`config.mk`:
```
export PLATFORM = sky130hd
export DESIGN_NAME = dram_cycle_ctrl
export DESIGN_NICKNAME = d
export VERILOG_FILES = /design/src/rtl/dram_ctrl_pkg.sv /design/src/rtl/dram_cycle_fsm.sv /design/src/rtl/dram_addr_mux.sv /design/src/rtl/dram_data_path.sv /design/src/rtl/dram_cycle_ctrl.sv
export SDC_FILE = /design/constraint.sdc
export NUM_CORES = 1
export LEC_CHECK = 0
export ABC_AREA = 1
export ABC_CLOCK_PERIOD_IN_PS = 1800
export CAP_MARGIN = 20
export CORE_MARGIN = 2
export CORE_UTILIZATION = 45
export CTS_CLUSTER_SIZE = 30
export DETAILED_ROUTE_END_ITERATION = 8
export PLACE_DENSITY = 0.85
export RECOVER_POWER = 100
export SYNTH_ARGS = -nofsm -noshare
export SYNTH_HDL_FRONTEND = slang
export SYNTH_HIERARCHICAL = 1
export SYNTH_SLANG_ARGS = --single-unit
```
`constraint.sdc`:
```
create_clock -name clk -period 1.8 [get_ports clk]
set_clock_uncertainty 0.05 [all_clocks]
set_input_delay 0.18 -clock clk [delete_from_list [all_inputs] [get_ports clk]]
set_output_delay 0.18 -clock clk [all_outputs]
set_load 0.05 [all_outputs]
```
`src/rtl/dram_ctrl_pkg.sv`:
```
package dram_ctrl_pkg;

    typedef enum logic [2:0] {
        ST_IDLE,
        ST_ROW,
        ST_COL,
        ST_ACCESS,
        ST_WSTRB,
        ST_PRECHG
    } cyc_state_t;

    typedef enum logic [1:0] {
        OP_READ,
        OP_WRITE,
        OP_RMW
    } op_kind_t;

    localparam logic [1:0] CMD_READ  = 2'b00;
    localparam logic [1:0] CMD_WRITE = 2'b01;
    localparam logic [1:0] CMD_RMW   = 2'b10;

    // Code 2'b11 falls back to a plain read.
    function automatic op_kind_t decode_cmd(input logic [1:0] code);
        op_kind_t k;
        case (code)
            CMD_WRITE: k = OP_WRITE;
            CMD_RMW:   k = OP_RMW;
            default:   k = OP_READ;
        endcase
        return k;
    endfunction

endpackage

```
`src/rtl/dram_cycle_fsm.sv`:
```
module dram_cycle_fsm
    import dram_ctrl_pkg::*;
#(
    parameter int T_RCD  = 2,
    parameter int T_CAS  = 2,
    parameter int T_TURN = 1,
    parameter int T_WP   = 2,
    parameter int T_PRE  = 3
) (
    input  logic       clk,
    input  logic       rst_n,
    input  logic       req_i,
    input  logic [1:0] cmd_i,
    output logic       accept_o,
    output logic       busy_o,
    output logic       ras_n_o,
    output logic       cas_n_o,
    output logic       we_n_o,
    output logic       oe_n_o,
    output logic       col_sel_o,
    output logic       drive_o,
    output logic       drive_mod_o,
    output logic       capture_o
);

    localparam int LEN_ROW = T_RCD + 1;
    localparam int LEN_ACC = T_CAS;
    localparam int LEN_WS  = T_TURN + 1 + T_WP;
    localparam int LEN_PRE = T_PRE;
    localparam int MAX_A   = (LEN_ROW > LEN_ACC) ? LEN_ROW : LEN_ACC;
    localparam int MAX_B   = (LEN_WS > LEN_PRE) ? LEN_WS : LEN_PRE;
    localparam int MAX_LEN = (MAX_A > MAX_B) ? MAX_A : MAX_B;
    localparam int CW      = $clog2(MAX_LEN + 1);

    localparam logic [CW-1:0] ROW_LAST = CW'(LEN_ROW - 1);
    localparam logic [CW-1:0] ACC_LAST = CW'(LEN_ACC - 1);
    localparam logic [CW-1:0] WS_LAST  = CW'(LEN_WS - 1);
    localparam logic [CW-1:0] PRE_LAST = CW'(LEN_PRE - 1);
    localparam logic [CW-1:0] WS_DRIVE = CW'(T_TURN);
    localparam logic [CW-1:0] WS_WE    = CW'(T_TURN + 1);

    cyc_state_t    state_q, state_d;
    logic [CW-1:0] cnt_q, cnt_d;
    op_kind_t      op_q, op_d;
    logic          accept;

    // State register
    always_ff @(posedge clk) begin
        if (!rst_n) begin
            state_q <= ST_IDLE;
            cnt_q   <= '0;
            op_q    <= OP_READ;
        end else begin
            state_q <= state_d;
            cnt_q   <= cnt_d;
            op_q    <= op_d;
        end
    end

    // Transitions
    always_comb begin
        state_d = state_q;
        cnt_d   = cnt_q + 1'b1;
        op_d    = op_q;
        accept  = 1'b0;
        unique case (state_q)
            ST_IDLE: begin
                cnt_d = '0;
                if (req_i) begin
                    accept  = 1'b1;
                    op_d    = decode_cmd(cmd_i);
                    state_d = ST_ROW;
                end
            end
            ST_ROW: begin
                if (cnt_q == ROW_LAST) begin
                    state_d = ST_COL;
                    cnt_d   = '0;
                end
            end
            ST_COL: begin
                state_d = ST_ACCESS;
                cnt_d   = '0;
            end
            ST_ACCESS: begin
                if (cnt_q == ACC_LAST) begin
                    state_d = (op_q == OP_RMW) ? ST_WSTRB : ST_PRECHG;
                    cnt_d   = '0;
                end
            end
            ST_WSTRB: begin
                if (cnt_q == WS_LAST) begin
                    state_d = ST_PRECHG;
                    cnt_d   = '0;
                end
            end
            ST_PRECHG: begin
                if (cnt_q == PRE_LAST) begin
                    state_d = ST_IDLE;
                    cnt_d   = '0;
                end
            end
            default: begin
                state_d = ST_IDLE;
                cnt_d   = '0;
            end
        endcase
    end

    // Outputs
    always_comb begin
        logic is_wr;
        logic ws_drive;
        logic ws_we;
        is_wr    = (op_q == OP_WRITE);
        ws_drive = (cnt_q >= WS_DRIVE);
        ws_we    = (cnt_q >= WS_WE);

        busy_o      = 1'b1;
        ras_n_o     = 1'b1;
        cas_n_o     = 1'b1;
        we_n_o      = 1'b1;
        oe_n_o      = 1'b1;
        col_sel_o   = 1'b1;
        drive_o     = 1'b0;
        drive_mod_o = 1'b0;
        capture_o   = 1'b0;
        unique case (state_q)
            ST_IDLE: begin
                busy_o    = 1'b0;
                col_sel_o = 1'b0;
            end
            ST_ROW: begin
                col_sel_o = 1'b0;
                ras_n_o   = (cnt_q == '0);
            end
            ST_COL: begin
                ras_n_o = 1'b0;
                we_n_o  = !is_wr;
                drive_o = is_wr;
            end
            ST_ACCESS: begin
                ras_n_o   = 1'b0;
                cas_n_o   = 1'b0;
                we_n_o    = !is_wr;
                drive_o   = is_wr;
                oe_n_o    = is_wr;
                capture_o = !is_wr && (cnt_q == ACC_LAST);
            end
            ST_WSTRB: begin
                ras_n_o     = 1'b0;
                cas_n_o     = 1'b0;
                drive_o     = ws_drive;
                drive_mod_o = 1'b1;
                we_n_o      = !ws_we;
            end
            ST_PRECHG: begin
            end
            default: begin
                busy_o = 1'b0;
            end
        endcase
    end

    assign accept_o = accept;

endmodule

```
`src/rtl/dram_addr_mux.sv`:
```
module dram_addr_mux #(
    parameter int ADDR_W = 16
) (
    input  logic                clk,
    input  logic                rst_n,
    input  logic                load_i,
    input  logic [ADDR_W-1:0]   addr_i,
    input  logic                col_sel_i,
    output logic [ADDR_W/2-1:0] mem_addr_o
);

    localparam int HALF = ADDR_W / 2;

    logic [HALF-1:0] row_q;
    logic [HALF-1:0] col_q;

    always_ff @(posedge clk) begin
        if (!rst_n) begin
            row_q <= '0;
            col_q <= '0;
        end else if (load_i) begin
            row_q <= addr_i[ADDR_W-1:HALF];
            col_q <= addr_i[HALF-1:0];
        end
    end

    assign mem_addr_o = col_sel_i ? col_q : row_q;

endmodule

```
`src/rtl/dram_data_path.sv`:
```
module dram_data_path #(
    parameter int DATA_W = 4
) (
    input  logic              clk,
    input  logic              rst_n,
    input  logic              load_i,
    input  logic [DATA_W-1:0] wdata_i,
    input  logic [DATA_W-1:0] wmask_i,
    input  logic              capture_i,
    input  logic [DATA_W-1:0] mem_dq_i,
    input  logic              drive_mod_i,
    output logic [DATA_W-1:0] dq_o,
    output logic [DATA_W-1:0] rdata_o,
    output logic              rvalid_o
);

    logic [DATA_W-1:0] wdata_q;
    logic [DATA_W-1:0] mask_q;
    logic [DATA_W-1:0] rd_q;
    logic [DATA_W-1:0] merged;
    logic              rvalid_q;

    always_ff @(posedge clk) begin
        if (!rst_n) begin
            wdata_q  <= '0;
            mask_q   <= '0;
            rd_q     <= '0;
            rvalid_q <= 1'b0;
        end else begin
            if (load_i) begin
                wdata_q <= wdata_i;
                mask_q  <= wmask_i;
            end
            if (capture_i) begin
                rd_q <= mem_dq_i;
            end
            rvalid_q <= capture_i;
        end
    end

    for (genvar b = 0; b < DATA_W; b++) begin : g_merge
        assign merged[b] = mask_q[b] ? wdata_q[b] : rd_q[b];
    end

    assign dq_o     = drive_mod_i ? merged : wdata_q;
    assign rdata_o  = rd_q;
    assign rvalid_o = rvalid_q;

endmodule

```
`src/rtl/dram_cycle_ctrl.sv`:
```
module dram_cycle_ctrl #(
    parameter int ADDR_W = 16,
    parameter int DATA_W = 4,
    parameter int T_RCD  = 2,
    parameter int T_CAS  = 2,
    parameter int T_TURN = 1,
    parameter int T_WP   = 2,
    parameter int T_PRE  = 3
) (
    input  logic                clk,
    input  logic                rst_n,
    input  logic                req_i,
    input  logic [1:0]          cmd_i,
    input  logic [ADDR_W-1:0]   addr_i,
    input  logic [DATA_W-1:0]   wdata_i,
    input  logic [DATA_W-1:0]   wmask_i,
    output logic                busy_o,
    output logic                rvalid_o,
    output logic [DATA_W-1:0]   rdata_o,
    output logic [ADDR_W/2-1:0] mem_addr_o,
    output logic                mem_ras_n_o,
    output logic                mem_cas_n_o,
    output logic                mem_we_n_o,
    output logic                mem_oe_n_o,
    output logic [DATA_W-1:0]   mem_dq_o,
    output logic                mem_dq_oe_o,
    input  logic [DATA_W-1:0]   mem_dq_i
);

    localparam int MUX_W = ADDR_W / 2;

    logic accept;
    logic col_sel;
    logic drive;
    logic drive_mod;
    logic capture;

    dram_cycle_fsm #(
        .T_RCD (T_RCD),
        .T_CAS (T_CAS),
        .T_TURN(T_TURN),
        .T_WP  (T_WP),
        .T_PRE (T_PRE)
    ) u_fsm (
        .clk        (clk),
        .rst_n      (rst_n),
        .req_i      (req_i),
        .cmd_i      (cmd_i),
        .accept_o   (accept),
        .busy_o     (busy_o),
        .ras_n_o    (mem_ras_n_o),
        .cas_n_o    (mem_cas_n_o),
        .we_n_o     (mem_we_n_o),
        .oe_n_o     (mem_oe_n_o),
        .col_sel_o  (col_sel),
        .drive_o    (drive),
        .drive_mod_o(drive_mod),
        .capture_o  (capture)
    );

    dram_addr_mux #(
        .ADDR_W(ADDR_W)
    ) u_addr (
        .clk       (clk),
        .rst_n     (rst_n),
        .load_i    (accept),
        .addr_i    (addr_i),
        .col_sel_i (col_sel),
        .mem_addr_o(mem_addr_o)
    );

    dram_data_path #(
        .DATA_W(DATA_W)
    ) u_data (
        .clk        (clk),
        .rst_n      (rst_n),
        .load_i     (accept),
        .wdata_i    (wdata_i),
        .wmask_i    (wmask_i),
        .capture_i  (capture),
        .mem_dq_i   (mem_dq_i),
        .drive_mod_i(drive_mod),
        .dq_o       (mem_dq_o),
        .rdata_o    (rdata_o),
        .rvalid_o   (rvalid_o)
    );

    assign mem_dq_oe_o = drive;

    logic [MUX_W-1:0] unused_width_probe;
    assign unused_width_probe = mem_addr_o;

endmodule

```
; Word level (Yosys, flattened, before mapping)
; Cells that the tools add are included.
[op_classes]
mux = 28
addsub = 1
eq_ne = 17
n_reduce_logical = 13
magnitude_cmp = 2
[op_table]
columns = operator, n
row1 = $mux 3, 8
row2 = $pmux 3 s6, 1
row3 = $eq 3x2->1 const B, 4
row4 = $mux 1, 12
row5 = $pmux 3 s3, 1
row6 = $mux 8, 1
row7 = $ne 2x1->1 const B, 4
row8 = $reduce_or 2->1, 4
row9 = $eq 3x1->1 const B, 2
row10 = $eq 3x3->1 const B, 2
row11 = $logic_not 3->1, 2
row12 = $pmux 1 s2, 3
row13 = $reduce_and 5->1, 1
row14 = $reduce_or 5->1, 1
row15 = $eq 2x1->1 const B, 2
row16 = $eq 2x2->1 const B, 2
row17 = $mux 4, 1
row18 = $pmux 2 s2, 1
row19 = $add 3x1->3 const B, 1
row20 = $ge 3x1->1 const B, 1
row21 = $ge 3x2->1 const B, 1
row22 = $reduce_or 3->1, 1
row23 = $logic_not 1->1, 2
row24 = $ne 2x2->1 const B, 1
row25 = 2 further kinds, 2
[totals]
elab_cells = 70
inputBits = 33
ff_bits = 37

; Depth between registers and ports, before layout
[logic_depth]
word_depth = 4
depth_mapped = 10

; Cells and area by module
; Netlist, hierarchy kept.
[modules_own_cells]
columns = module, seq_area_each_um2, n_inst, area_each_um2, cells_each
row1 = dram_addr_mux, 320.3, 1, 782.0, 126
row2 = dram_cycle_fsm, 160.2, 1, 615.6, 100
row3 = dram_data_path, 260.2, 1, 563.0, 87

; Least setup slack after synthesis
; No wires, ideal clock.
[synth_path]
path_kind = register to output
startpoint = register u_fsm.state_q[2]
endpoint = output port mem_addr_o[4]
n_path_buf = 1
arrival_ns = 2.082
stages_incl_launch_ff = 9
slack_ns = -0.512
path_cell_list = dfxtp_1 -> inv_2 -> nand2_1 -> nor2_1 -> inv_1 -> o21ai_0 -> inv_1 -> buf_4 -> o21ai_0
[synth_via]
elab_chain_len = 3
word_cells_on_any_way = 4
classes_between = 1 x eq/ne / 1 x mux / 2 x reduce/logical
[synth_lines]
columns = item, line
row1 = start: declaration, dram_cycle_fsm.sv:42  ; cyc_state_t state_q, state_d;
row2 = start signal: assignment, dram_cycle_fsm.sv:54  ; state_q <= state_d;
row3 = $eq 3x1->1 / $logic_not 3->1 (equally long branches), dram_cycle_fsm.sv:128  ; unique case (state_q)
row4 = $reduce_or 2->1 (no source line) (*), n/a
row5 = $mux 8 (*), dram_addr_mux.sv:27  ; assign mem_addr_o = col_sel_i ? col_q : row_q;
row6 = end: declaration, dram_cycle_ctrl.sv:20  ; output logic [ADDR_W/2-1:0] mem_addr_o,
; Mark *: on every way between the ends. The rest lies on a longest branch, timed or not.

; Final worst setup path
[layout_path]
startpoint = register u_fsm.state_q[1]
endpoint = output port mem_dq_o[3]
[layout_via]
elab_chain_len = 3
[layout_lines]
columns = item, line
row1 = $eq 3x3->1, dram_cycle_fsm.sv:128
row2 = $mux 1, dram_cycle_fsm.sv:128
row3 = via drive_mod, dram_cycle_ctrl.sv:35  ; logic drive_mod;
row4 = $mux 4, dram_data_path.sv:45  ; assign dq_o = drive_mod_i ? merged : wdata_q;
row5 = end: declaration, dram_cycle_ctrl.sv:25  ; output logic [DATA_W-1:0] mem_dq_o,
; The timed path passes the listed nets, and every way through them passes these cells.

==> summary.md <==
| Metric | Value |
|---|---|
| FMAX | `559 MHz` |
| Clock power share | `9.9%` |
| Full die area | `0.00490 sq mm` |
| Leading area contributor after synthesis | `dfxtp_1` |
| Number of routed nets with antenna violations | `0` |
| Comb pwr share | `68.8%` |
| Crit path time final | `1.79 ns` |
| Final WS setup | `0.0101 ns` |
| Initial antenna violation count | `0` |
| YS warnings | `6` |
| Die Span Y | `70.0 um` |
| Initial Util | `46.0%` |
| Crit path max fanout | `6` |
| Internal | `0.00295 W` |
| Latest clock arrival within the worst-skew pair | `0.29 ns` |
| Layout cell share with drive strength beyond 1 | `23.6%` |
| Syn Nets | `352` |
| MaxCap Viol Count | `0` |
| Critical path endpoint category | `output pin` |
| Row count | `24` |
| Gr usage total | `21.1%` |
| Top FF cell, synth | `dfxtp_1` |
| Avg Cell Area, Syn | `6.26 sq um` |
| Status | `completed` |
| Placed Cells | `418` |
| Final Util | `71.7%` |
| Vias per inst | `4.72` |
| Via count | `2067` |
| CP Launch Type | `flop` |
| RSZ-0062 raised after global routing | `yes` |
| Post-Route WL | `5.17 mm` |
| Hold Path Class | `input pin to flop` |
| Period utilisation layout | `99.4%` |
| Mapped Cells | `313` |
| Vias in the first global route | `1937` |
| Post-synth EDFFs | `0` |
| Pwr dens | `1820 mW/mm^2` |
| Final hold viol count | `0` |
| Pins Over Slew Limit | `0` |
| Reg clk slew, reported paths | `0.07 ns` |
| Final nets | `424` |
| Post-place setup slack | `0.0380 ns` |
| Largest net degree at the start of global routing | `27` |
| Share of the synthesized area in the top cell type | `37.8%` |
| Input/output buffers | `55` |
| Core Area | `0.00426 sq mm` |
| Num ports | `56` |
| Cell Area, Synth | `0.00196 sq mm` |
| Die Span X | `70.0 um` |
| Ant diodes | `0` |
| Routability Congestion | `0.983` |
| Async S/R FF share, synth | `0%` |
| H-tree lvl count | `2` |
| Sw power | `0.00262 W` |
| Congestion Overflow GR | `0` |
| Final routed DRC violation total | `0` |
| Dominant cells by area after synthesis | `dfxtp_1 38%, nand2_1 15%, nor2_1 13%, inv_1 11%, o21ai_0 5.4%` |
| Leakage | `1.44 nW` |
| Seq pwr share | `21.3%` |
| First-pass GRT wire length | `8.25 mm` |
| Cell variety after synth | `22` |
| Sink Count | `37` |
| Switch share | `47.0%` |
| Worst path required time | `1.57 ns` |
| CTS Hold Bufs | `0` |
| Total Power | `0.00557 W` |
| Final setup violation count | `0` |
| Yosys reg bits | `37` |
| CTS Buf Count | `5` |
| Avg WL per Cell | `11.8 um` |
| Worst vdd ir | `1.13 mV` |
| Slew @ Worst Pin | `0.501 ns` |
| Iter 0 DRT Violations | `125` |
| CTS max path bufs | `2` |
| Critical path arrival | `1.56 ns` |
| Area growth, synth to finish | `55.8%` |
| Relative slew margins | `66.5%` |
| DP Wirelength | `3.39 mm` |
| Sequential-to-total area share from yosys stat | `37.8%` |
| Root Buffer Master | `clkbuf_8` |
| Fin cells | `438` |
| Crit Path Category | `flop to output pin` |
| CTS tree | `yes` |
| First-pass iteration count of the detailed router | `4` |
-- power groups by stage --
| stage | clock (W) | sequential [W] | combinational, W |
|---|---|---|---|
| 4_1_cts | 0.000566 | 0.00115 | 0.00364 |
| 5_1_grt | 0.000597 | 0.00120 | 0.00407 |
| 2_1_floorplan | 0 | 0.00115 | 0.00193 |
| 3_3_place_gp | 0 | 0.00115 | 0.00314 |
| 6_report | 0.000553 | 0.00119 | 0.00383 |
| 3_5_place_dp | 0 | 0.00116 | 0.00319 |
-- registers in the layout, summed over array words and instances (netlist names), 2 cells and up --
register,flops
u_addr/row_q,8
u_data/mask_q,4
u_addr/col_q,8
u_fsm/cnt_q,3
u_fsm/op_q,2
u_fsm/state_q,3
u_data/rdata_o,4
u_data/wdata_q,4
-- synthesized netlist by cell type, types with 4 or more instances --
master	instances
a21oi_1	7
inv_1	60
nor2_1	67
buf_6	4
nand2_1	76
nor2_2	4
inv_2	5
nand3_1	11
dfxtp_1	37
ha_1	6
o21ai_0	21
-- metal layers --
layer	wire length, um	GRT usage (%)
met4	94	8.33
met5	0	0
met3	303	5.19
met2	2600	37.8
met1	2180	24.0
-- area by class of cell --
type	instances	area, sq um
clock buffer	8	80.1
timing repair inverter	1	7.51
fill	331	1210
inverter	65	254
timing repair buffer	73	870
sequential	37	752
multi-input combinational	202	1030
tap	52	65.1
-- path summary, 6_finish.rpt --
check / cells after the start / slack, ns / end / start
hold reg to reg: 2 / 0.43 / u_addr/row_q[6] / u_addr/row_q[6]
setup reg to reg: 9 / 0.13 / u_data/rdata_o[2] / u_fsm/state_q[1]
hold / removal: 3 / 0.42 / u_data/mask_q[1] / wmask_i[1]
setup / recovery: 9 / 0.01 / mem_dq_o[3] / u_fsm/state_q[1]
-- layout by cell type, fill, tap and decap left out, types with 2 or more instances in the layout --
cell type         n
a21oi_1           6
buf_12           16
buf_4            16
buf_6             3
clkbuf_1          3
clkbuf_8          5
clkdlybuf4s50_1  37
dfxtp_1          32
dfxtp_2           3
dfxtp_4           2
ha_1              6
inv_1            53
inv_2             9
inv_4             2
nand2_1          66
nand2_2           8
nand2_4           3
nand3_1           8
nand3_2           3
nor2_1           65
nor2_2            4
nor2_4            2
o21ai_0          12
o21ai_1           3
o21ai_2           7
o21ai_4           2
-- logic make-up after synthesis --
logic type,synth area share [%]
buffers and inverters,16.4
flip-flops,37.8
AND/OR/NAND/NOR,33.1
AO/OA/AOI/OAI,8.93
adder cells (fa/ha/maj),3.83
-- through the flow --
stage	hold slack, ns	instance area, sq um	TNS [ns]
4_1_cts	0.423	2970	0
3_5_place_dp	0.414	2720	0
2_1_floorplan	0.250	1960	-2.27
5_1_grt	0.437	3060	-0.471
3_3_place_gp	0.407	2720	0
6_report	0.423	3060	0
-- critical path, stage by stage (launching register included) --
cell	delay [ns]
dfxtp_4	0.37
buf_6	0.13
nor2_4	0.12
nand2_4	0.09
inv_6	0.09
buf_6	0.12
nand3_1	0.07
nand2_1	0.08
inv_2	0.05
buf_12	0.14
-- timing repair --
| item | in CTS | in global routing |
|---|---|---|
| setup endpoints to repair | 14 | 15 |
| gates cloned | 1 | 0 |
| endpoints found under the hold margin | 0 | 0 |
| setup buffers | 8 | 3 |
| pin swaps | 2 | 11 |
| resized for setup | 36 | 28 |
Power figures use the tool's default switching activity.
